`config.mk`:
```
export PLATFORM = sky130hd
export DESIGN_NAME = write_guard
export DESIGN_NICKNAME = d
export VERILOG_FILES = /design/src/rtl/write_guard.sv
export SDC_FILE = /design/constraint.sdc
export NUM_CORES = 1
export LEC_CHECK = 0
export BUFFER_PORTS_ARGS = -buffer_cell sky130_fd_sc_hd__clkbuf_2
export CAP_MARGIN = 20
export CORE_MARGIN = 1.5
export CORE_UTILIZATION = 25
export DETAILED_ROUTE_END_ITERATION = 8
export HOLD_SLACK_MARGIN = 0.15
export PLACE_DENSITY = 0.42
export SYNTH_ARGS = -nofsm -noshare
export SYNTH_HDL_FRONTEND = slang
export SYNTH_SLANG_ARGS = --single-unit
```
`constraint.sdc`:
```
create_clock -name clk -period 2.1 [get_ports clk]
set_clock_uncertainty 0.1 [all_clocks]
set_input_delay 0.315 -clock clk [delete_from_list [all_inputs] [get_ports clk]]
set_output_delay 0.315 -clock clk [all_outputs]
set_load 0.01 [all_outputs]
```
`src/rtl/write_guard.sv`:
```
module write_guard #(
  parameter int ADDR_W = 6,
  parameter int DATA_W = 16
) (
  input  logic       clk,
  input  logic       rst_n,
  input  logic       cs_rise,
  input  logic       cs_fall,
  input  logic       sk_rise,
  input  logic       di,
  input  logic [2:0] op_class,
  input  logic       power_low,
  output logic       commit,
  output logic       cancel,
  output logic       wr_enabled
);
  localparam int SHORT_LEN = 3 + ADDR_W;
  localparam int LONG_LEN  = SHORT_LEN + DATA_W;
  localparam int CNT_W     = $clog2(LONG_LEN + 2);
  localparam logic [CNT_W-1:0] CNT_MAX = '1;
  localparam logic [CNT_W-1:0] SHORT_C = CNT_W'(SHORT_LEN);
  localparam logic [CNT_W-1:0] LONG_C  = CNT_W'(LONG_LEN);

  localparam logic [2:0] OP_WRITE   = 3'd1;
  localparam logic [2:0] OP_ERASE   = 3'd2;
  localparam logic [2:0] OP_WRALL   = 3'd3;
  localparam logic [2:0] OP_ERALL   = 3'd4;
  localparam logic [2:0] OP_ENABLE  = 3'd5;
  localparam logic [2:0] OP_DISABLE = 3'd6;

  logic             in_frame, started, poison, wen_q, commit_q, cancel_q;
  logic [CNT_W-1:0] cnt;

  wire long_op  = (op_class == OP_WRITE) || (op_class == OP_WRALL);
  wire short_op = (op_class == OP_ERASE) || (op_class == OP_ERALL);
  wire wr_op    = long_op || short_op;
  wire len_ok   = long_op ? (cnt == LONG_C) : (cnt == SHORT_C);
  wire closing  = cs_fall && in_frame;
  wire go       = closing && wr_op && len_ok && wen_q && !poison && !power_low;
  wire reject   = closing && wr_op && !go;
  wire cmd_ok   = closing && !poison && !power_low && (cnt >= SHORT_C);

  always_ff @(posedge clk) begin
    if (!rst_n) begin
      in_frame <= 1'b0;
      started  <= 1'b0;
      cnt      <= '0;
      poison   <= 1'b0;
      wen_q    <= 1'b0;
      commit_q <= 1'b0;
      cancel_q <= 1'b0;
    end else begin
      commit_q <= go;
      if (cs_rise) begin
        in_frame <= 1'b1;
        started  <= 1'b0;
        cnt      <= '0;
        cancel_q <= 1'b0;
        poison   <= power_low;
      end else if (cs_fall) begin
        in_frame <= 1'b0;
        if (reject) cancel_q <= 1'b1;
      end else if (in_frame && sk_rise) begin
        if (started) begin
          if (cnt != CNT_MAX) cnt <= cnt + 1'b1;
        end else if (di) begin
          started <= 1'b1;
          cnt     <= CNT_W'(1);
        end
      end
      if (power_low) poison <= 1'b1;
      if (power_low) wen_q <= 1'b0;
      else if (cmd_ok && op_class == OP_ENABLE) wen_q <= 1'b1;
      else if (cmd_ok && op_class == OP_DISABLE) wen_q <= 1'b0;
    end
  end

  assign commit     = commit_q;
  assign cancel     = cancel_q;
  assign wr_enabled = wen_q;

  assert_commit_cancel_excl_R4: assert property (@(posedge clk) disable iff (!rst_n)
    !(commit && cancel));
  assert_plow_clears_latch_R6: assert property (@(posedge clk) disable iff (!rst_n)
    power_low |=> !wr_enabled);
  assert_commit_needs_enable_R8: assert property (@(posedge clk) disable iff (!rst_n)
    commit |-> $past(wen_q));
  assert_cnt_saturates_R9: assert property (@(posedge clk) disable iff (!rst_n)
    (cnt == CNT_MAX && in_frame && sk_rise && !cs_rise && !cs_fall) |=> cnt == CNT_MAX);
  assert_commit_single_R10: assert property (@(posedge clk) disable iff (!rst_n)
    commit |=> !commit);
  assert_commit_after_fall_R10: assert property (@(posedge clk) disable iff (!rst_n)
    commit |-> $past(cs_fall));
  assert_cancel_holds_R10: assert property (@(posedge clk) disable iff (!rst_n)
    (cancel && !cs_rise) |=> cancel);
endmodule

```
==> results of run 1 <==
[stage by stage]
| stage | cell area [um^2] | worst slack [ps] |
|---|---|---|
| 2_1_floorplan | 591 | 359 |
| 3_3_place_gp | 686 | 214 |
| 3_5_place_dp | 686 | 237 |
| 4_1_cts | 712 | 216 |
| 5_1_grt | 712 | 73.6 |
| 6_report | 712 | 221 |
[power groups by stage]
stage	clock (mW)	sequential, mW	combinational [mW]
final	0.142	0.216	0.0354
after global routing	0.164	0.216	0.0400
after CTS	0.152	0.215	0.0360
after detailed placement	0	0.220	0.0358
after global placement	0	0.221	0.0352
after floorplan	0	0.220	0.0171
[cell type report]
type	instances	area share, %
clock buffer	4	3.69
inverter	6	3.16
multi-input combinational	49	48.9
sequential	11	30.9
tap	28	4.92
timing repair buffer	12	8.44
[synth_stat cells, types with 3 or more instances]
cell type  number  share of area, %
nor2_1          5               3.2
dfxtp_1        11                37
nand3_1         3               2.5
ha_1            3               6.4
inv_1           6               3.8
nand2b_1        5               5.3
nor2b_1         4               4.2
a21oi_1         4               3.4
a211oi_1        3               3.8
xnor2_1         3               4.4
[critical path: cells and delay by family (launching register included)]
family                   cells  cell delay [ps]
multiplexers                 1              230
adder cells (fa/ha/maj)      2              410
AND/OR/NAND/NOR              3              670
flip-flops                   1              360
[how the worst max path moves through the flow]
stage                         from                  end  cells past startpoint  slack (ps)
4_1_cts        cnt[0]$_SDFFE_PP0P_  cnt[4]$_SDFFE_PP0P_                      6         220
3_3_place_gp   cnt[0]$_SDFFE_PP0P_  cnt[4]$_SDFFE_PP0P_                      6         210
3_5_place_dp   cnt[0]$_SDFFE_PP0P_  cnt[4]$_SDFFE_PP0P_                      6         240
2_1_floorplan  cnt[0]$_SDFFE_PP0P_  cnt[4]$_SDFFE_PP0P_                      6         360
5_1_grt        cnt[0]$_SDFFE_PP0P_  cnt[3]$_SDFFE_PP0P_                      7          70
6_report       cnt[0]$_SDFFE_PP0P_  cnt[4]$_SDFFE_PP0P_                      6         220
[cells by family (layout without fill, tap and decap cells)]
kind of cell / count (synthesis) / in the layout
AND/OR/NAND/NOR: 25 / 25
AO/OA/AOI/OAI: 16 / 16
flip-flops: 11 / 11
buffers and inverters: 6 / 22
adder cells (fa/ha/maj): 3 / 3
XOR/XNOR: 3 / 3
multiplexers: 2 / 2
[state kept, by name, summed over array words and instances (netlist names)]
name and flops:
wr_enabled 1, poison 1, cnt 5, commit 1, cancel 1, started 1, in_frame 1
[metal layers]
layer / share of wire [%] / track usage [%] / up-vias
met4: 1.0 / 7.46 / 0
met3: 3.7 / 2.59 / 2
met2: 48 / 17.1 / 11
met1: 48 / 14.1 / 233
met5: 0 / 0 / -
li1: - / - / 274
==> flow_summary.ini, run 1 <==
[routing]
drtIter0Drc = 5
drc_errors = 0
wl_per_cell_um = 11.5
first_pass_iters = 4
postRouteAntennaNets = 0
viasPerCell = 4.73
num_vias = 520
wl_um = 1270

[cts]
root_buffer = clkbuf_4
clockBufferDepth = 2
clkSlewWorstSetupHoldPaths_ps = 70
cts_tree = yes
post_cts_buffers = 0
clock_latency_ps = 260
cts_hold_buf = 0
cts_inserted_buffers = 3
htreeDepth = 1
clkSinkCount = 11
post_cts_resized = 0

[job]
drv_cap = 0

[synth]
synthFlopType = dfxtp_1
synthMuxAreaShare_pct = 3.39
synth_xor_area_share_pct = 4.45
async_flop_share_pct = 0
synth-edff-count = 0
synthAdderAreaFrac_pct = 6.36
syn_area_per_cell_um2 = 8.95
synth_compound_gate_area_share_pct = 19.9
synth-seq-area-share_pct = 37.3
postSynthCellCount = 66
synth_top_family_by_area = simple AND/OR/NAND/NOR gates
synth_nets = 79
synth_seq_cells = 11
syn_area_um2 = 591
yosys.area_share.simple_pct = 24.8
yosysUniqueCellTypes = 24
ys_warn_count = 0

[global_route]
grt_max_degree = 7
antenna_found_initial = 0
gr-total-overflow = 0
grt_pass1_vias = 499
grt_first_pass_wirelength_um = 2170
gr-usage-all-layers_pct = 11.2

[floorplan]
die_x_um = 51.6
die_area_um2 = 2660
start_util_pct = 26.7
core_um2 = 2210
die-height_um = 51.6
core.rowCount = 17
ios = 13

[final_layout]
fillerInstances = 263
drive_above_1_share_pct = 20.7
mostFrequentLayoutCell = clkbuf_2
multi_input_area_um2 = 348
antenna_cells = 0
mostFrequentLayoutCells = 12 x clkbuf_2, 11 x dfxtp_1, 6 x inv_1
regArea_um2 = 220
area.growth.synth_to_final_pct = 20.6
fin_cells = 110
layout.nets = 96
utilization_pct = 32.2

[critical_path]
path_class = flip-flop to flip-flop
critical_path.cell_chain = ha_1 -> and3_2 -> ha_1 -> nor3_1 -> mux2i_1 -> nor2_1
regToRegEndpoint = cnt[4]$_SDFFE_PP0P_
cp-end-kind = flip-flop
crit_top_cell = ha_1
r2r-start = cnt[0]$_SDFFE_PP0P_
crit_fanout = 6
slowest_delay_ps = 410
crit_arrival_ps = 1930
cpMaxStageDelayCell = nor3_1
r2r_cells = 6
critPathRequiredTime_ps = 2150
start_kind = flip-flop
r2r_setup_slack_ps = 220

[status]
outcome = finished clean

[timing]
period_share_pct = 89.5
setup_viol = 0
fmax_ghz = 0.532
setup_tns_ps = 0
slew_viol_final = 0
tightest_slew_ps = 449
hold_ws_ps = 194
hold_violations = 0
rsz0062_at_grt = false
relSlewSlack_pct = 69.9
finalCriticalPeriod_ps = 1880

[pwr]
p_comb_share_pct = 9.0
p_sw_mw = 0.0919
p_leak_nw = 0.258
seqPwrFrac_pct = 54.8
ir_worst_vdd_mv = 0.264
swShare_pct = 23.4
power_density_nw_per_um2 = 553
p_int_mw = 0.302
p_clk_share_pct = 36.2
fin_total_pwr_mw = 0.393

[place]
dp_hpwl_um = 1020
portBuffers = 12
place.gp.congestion = 0.813
dpl.cell_count = 106

[min_path]
hp-class = primary input to flip-flop
holdCritStartpoint = cs_rise
hold_end = in_frame$_SDFFE_PN0P_
min_path_cells = 2
(Power assumes the default switching activity.)
==> run 2: changes to the inputs <==
- CTS_BUF_LIST: unset -> sky130_fd_sc_hd__clkbuf_16
==> run 2 against run 1 <==
Compared with the run above:
- cell count did not move
- register-to-register slack about the same
- count of clock-buffer cells in the layout is 1 lower
- clock power up 140%
- combinational power barely moved
- critical endpoint is now cnt[3]$_SDFFE_PP0P_
- largest power group is now clock
- hold slack better by 32 ps
==> flow_summary.ini, run 2 (synthesis gave the netlist of run 1 again) <==
[status]
outcome = finished clean

[pwr]
power_density_nw_per_um2 = 776
swShare_pct = 19.2
p_clk_share_pct = 57.5
seqPwrFrac_pct = 36.6
p_sw_mw = 0.114
p_int_mw = 0.479
p_comb_share_pct = 6.0
p_leak_nw = 0.286
ir_worst_vdd_mv = 0.414

[final_layout]
drive_above_1_share_pct = 20.7
layout.nets = 96
largest-register = cnt
antenna_cells = 0
area.growth.synth_to_final_pct = 29.4
mostFrequentLayoutCells = 12 x clkbuf_2, 11 x dfxtp_1, 7 x inv_1
largest_reg_flops = 5
mostFrequentLayoutCell = clkbuf_2

[timing]
hold_violations = 0
finalCriticalPeriod_ps = 1890
slew_viol_final = 0
setup_tns_ps = 0
relSlewSlack_pct = 70.1
period_share_pct = 89.9
tightest_slew_ps = 446
hold_ws_ps = 226
fmax_ghz = 0.530
setup_viol = 0
rsz0062_at_grt = false

[critical_path]
cpMaxStageDelayCell = dfxtp_1
cp_num_cells = 7
critPathRequiredTime_ps = 2110
critical_path.cell_chain = ha_1 -> and3_2 -> ha_1 -> nand2b_1 -> a211oi_1 -> xnor2_1 -> nor2_1
crit_top_cell = ha_1
crit_fanout = 6
cp-end-kind = flip-flop
start_kind = flip-flop
crit_buf_inv = 0
r2r_cells = 7
crit_arrival_ps = 1900
path_class = flip-flop to flip-flop
slowest_delay_ps = 350
crit_family = simple AND/OR/NAND/NOR gates

[global_route]
grt_max_degree = 7
antenna_found_initial = 0
grt_pass1_vias = 507
gr-total-overflow = 0
gr-usage-all-layers_pct = 11.2
grt_first_pass_wirelength_um = 2200

[cts]
root_buffer = clkbuf_16
clockBufferDepth = 2
post_cts_buffers = 0
clock_latency_ps = 230
cts_hold_buf = 0
clkSlewWorstSetupHoldPaths_ps = 40
htreeDepth = 1
cts_tree = yes
cts_inserted_buffers = 3
clkSinkCount = 11
post_cts_resized = 0

[min_path]
min_path_cells = 2
hp-class = primary input to flip-flop

[floorplan]
core.rowCount = 17
ios = 13
start_util_pct = 26.7
die_area_um2 = 2660
die_x_um = 51.6
core_um2 = 2210
die-height_um = 51.6

[routing]
wl_um = 1280
wl_per_cell_um = 11.6
first_pass_iters = 3
postRouteAntennaNets = 0
drtIter0Drc = 4
num_vias = 507
drc_errors = 0
viasPerCell = 4.61

[job]
drv_cap = 0

[place]
place.gp.congestion = 0.813
dp_hpwl_um = 1020
portBuffers = 12
## run 2: cell count changes in the layout (fill, tap and decap cells not counted), sizes merged
| cell | previous run | this run |
|---|---|---|
| inv | 6 | 7 |
| clkbuf | 16 | 15 |
## run 2: area by class of cell
class | count | area [um^2]
fill | 259 | 1450
clock buffer | 3 | 75.1
inverter | 6 | 22.5
timing repair buffer | 12 | 60.1
clock inverter | 1 | 3.75
multi-input combinational | 49 | 348
tap | 28 | 35.0
sequential | 11 | 220
## run 2: metal layers
| metal | up-vias | GRT usage, % | part of all wire (%) |
|---|---|---|---|
| li1 | 271 | - | - |
| met4 | 0 | 6.14 | 0.78 |
| met2 | 9 | 17.7 | 47 |
| met3 | 2 | 2.59 | 2.9 |
| met1 | 225 | 14.1 | 50 |
| met5 | - | 0 | 0 |
## run 2: power groups by stage
stage | combinational [mW] | clock, mW | sequential, mW
3_5_place_dp | 0.0358 | 0 | 0.220
4_1_cts | 0.0360 | 0.347 | 0.217
2_1_floorplan | 0.0171 | 0 | 0.220
6_report | 0.0353 | 0.341 | 0.217
5_1_grt | 0.0400 | 0.359 | 0.217
3_3_place_gp | 0.0352 | 0 | 0.221
## run 2: metrics by stage
| step | cells | power, mW | instance area (um^2) | utilization [%] | worst slack (ps) |
|---|---|---|---|---|---|
| 6_report | 110 | 0.593 | 764 | 34.6 | 211 |
| 5_1_grt | 110 | 0.616 | 764 | 34.6 | 53.6 |
| 2_1_floorplan | 66 | 0.237 | 591 | - | 359 |
| 3_5_place_dp | 106 | 0.256 | 686 | 31.0 | 237 |
| 4_1_cts | 110 | 0.600 | 764 | 34.6 | 188 |
| 3_3_place_gp | 106 | 0.256 | 686 | 31.0 | 214 |
## run 2: final timing paths
path                             from               endpoint  slack (ps)
setup reg to reg  cnt[0]$_SDFFE_PP0P_    cnt[3]$_SDFFE_PP0P_         210
hold reg to reg   cancel$_SDFFE_PP0P_    cancel$_SDFFE_PP0P_         350
setup / recovery  cnt[0]$_SDFFE_PP0P_    cnt[3]$_SDFFE_PP0P_         210
hold / removal                cs_rise  in_frame$_SDFFE_PN0P_         230
==> run 3: changes to the inputs <==
- CORE_AREA: unset -> 2 2 39 41
- CORE_MARGIN: 1.5 -> unset
- CORE_UTILIZATION: 25 -> unset
- DIE_AREA: unset -> 0 0 41 43
- PLACE_DENSITY: 0.42 -> 0.66
==> run 3 against run 2 <==
Compared with the run above:
- hold slack worse by 4.5 ps
- die area down 34%
- global-route usage up 5.9 points
- first-iteration DRC count unchanged
- sequential share of layout area up 0.58 points
- non-clock buffer count unchanged
- cell count down 11%
- critical path type unchanged
- largest cell class unchanged
- sequential cell count unchanged
- setup slack worse by 7.2 ps
- register-to-register slack about the same
- count of clock-buffer cells in the layout unchanged
==> flow_summary.ini, run 3 (synthesis gave the netlist of run 1 again) <==
[floorplan]
ios = 13
core_um2 = 1380
start_util_pct = 42.7
die_area_um2 = 1760
core.rowCount = 14
die_x_um = 41
die-height_um = 43

[timing]
relSlewSlack_pct = 70.6
hold_violations = 0
finalCriticalPeriod_ps = 1900
hold_ws_ps = 222
rsz0062_at_grt = false
slew_viol_final = 0
period_share_pct = 90.3
setup_viol = 0
fmax_ghz = 0.528
setup_tns_ps = 0
tightest_slew_ps = 438

[job]
drv_cap = 0

[cts]
post_cts_resized = 0
clock_latency_ps = 240
htreeDepth = 1
clkSinkCount = 11
clkSlewWorstSetupHoldPaths_ps = 40
root_buffer = clkbuf_16
cts_tree = yes
clockBufferDepth = 2
post_cts_buffers = 0
cts_hold_buf = 0
cts_inserted_buffers = 3

[critical_path]
r2r-start = cnt[0]$_SDFFE_PP0P_
r2r_setup_slack_ps = 200
crit_fanout = 6
cp-startpoint = cnt[0]$_SDFFE_PP0P_
critPathRequiredTime_ps = 2110
cp-end-kind = flip-flop
path_class = flip-flop to flip-flop
regToRegEndpoint = cnt[4]$_SDFFE_PP0P_
crit_arrival_ps = 1910
r2r_cells = 6
start_kind = flip-flop

[global_route]
grt_max_degree = 7
gr-usage-all-layers_pct = 17.1
grt_first_pass_wirelength_um = 1960
antenna_found_initial = 0
gr-total-overflow = 0
grt_pass1_vias = 466

[final_layout]
area.growth.synth_to_final_pct = 26.9
largest-register = cnt
fillerInstances = 128
utilization_pct = 54.2
largest_reg_flops = 5
mostFrequentLayoutCells = 12 x clkbuf_2, 11 x dfxtp_1, 7 x inv_1
antenna_cells = 0
design_area_um2 = 749
mostFrequentLayoutCell = clkbuf_2
layout.nets = 96
drive_above_1_share_pct = 20.7

[routing]
wl_um = 1140
wl_per_cell_um = 11.7
postRouteAntennaNets = 0
drc_errors = 0
viasPerCell = 5.40
num_vias = 529
first_pass_iters = 4
drtIter0Drc = 4

[status]
outcome = finished clean

[place]
placed_cell_area_um2 = 671
portBuffers = 12
place.gp.congestion = 0.744
dp_hpwl_um = 936

[min_path]
hold_end = in_frame$_SDFFE_PN0P_
holdCritStartpoint = cs_rise
hp-class = primary input to flip-flop
min_path_cells = 2

[pwr]
fin_total_pwr_mw = 0.594
power_density_nw_per_um2 = 792
ir_worst_vdd_mv = 0.477
p_leak_nw = 0.286
-- run 3: cell counts in the layout (fill, tap and decap cells not counted) --
Identical to the previous run, type by type.
-- run 3: stage by stage --
stage	setup slack, ps	cells
after CTS	198	98
after detailed placement	223	94
after global routing	58.5	98
final	204	98
after floorplan	359	66
after global placement	243	94
-- run 3: layout make-up --
| class | instances | area [um^2] | area share (%) |
|---|---|---|---|
| Tap cell | 16 | 20.0 | 2.67 |
| Clock buffer | 3 | 75.1 | 10.0 |
| Clock inverter | 1 | 3.75 | 0.501 |
| Multi-Input combinational cell | 49 | 348 | 46.4 |
| Inverter | 6 | 22.5 | 3.01 |
| Sequential cell | 11 | 220 | 29.4 |
| Timing Repair Buffer | 12 | 60.1 | 8.01 |
-- run 3: report_power, final --
group	internal, mW	switching, mW	leakage (nW)	total [mW]
sequential	0.213	0.00343	0.0893	0.217
combinational	0.0162	0.0183	0.154	0.0345
clock	0.250	0.0929	0.0423	0.343
-- run 3: per-layer routing --
layer | routed length [um] | GRT usage, % | up-vias
met4 | 27 | 10.0 | 0
met2 | 535 | 24.4 | 14
met1 | 525 | 21.1 | 237
li1 | - | - | 273
met5 | 0 | 0 | -
met3 | 55 | 6.28 | 5
-- run 3: worst max-delay path: stages (launching register included) --
cell	delay [ps]
dfxtp_1	360
ha_1	230
and3_2	210
ha_1	180
nor3_1	400
mux2i_1	240
nor2_1	50
-- run 3: worst max path at each step --
stage	cells past startpoint	endpoint	slack, ps
after floorplan	6	cnt[4]$_SDFFE_PP0P_	360
after global placement	6	cnt[4]$_SDFFE_PP0P_	240
after detailed placement	6	cnt[4]$_SDFFE_PP0P_	220
after CTS	6	cnt[4]$_SDFFE_PP0P_	200
after global routing	6	cnt[4]$_SDFFE_PP0P_	60
final	6	cnt[4]$_SDFFE_PP0P_	200
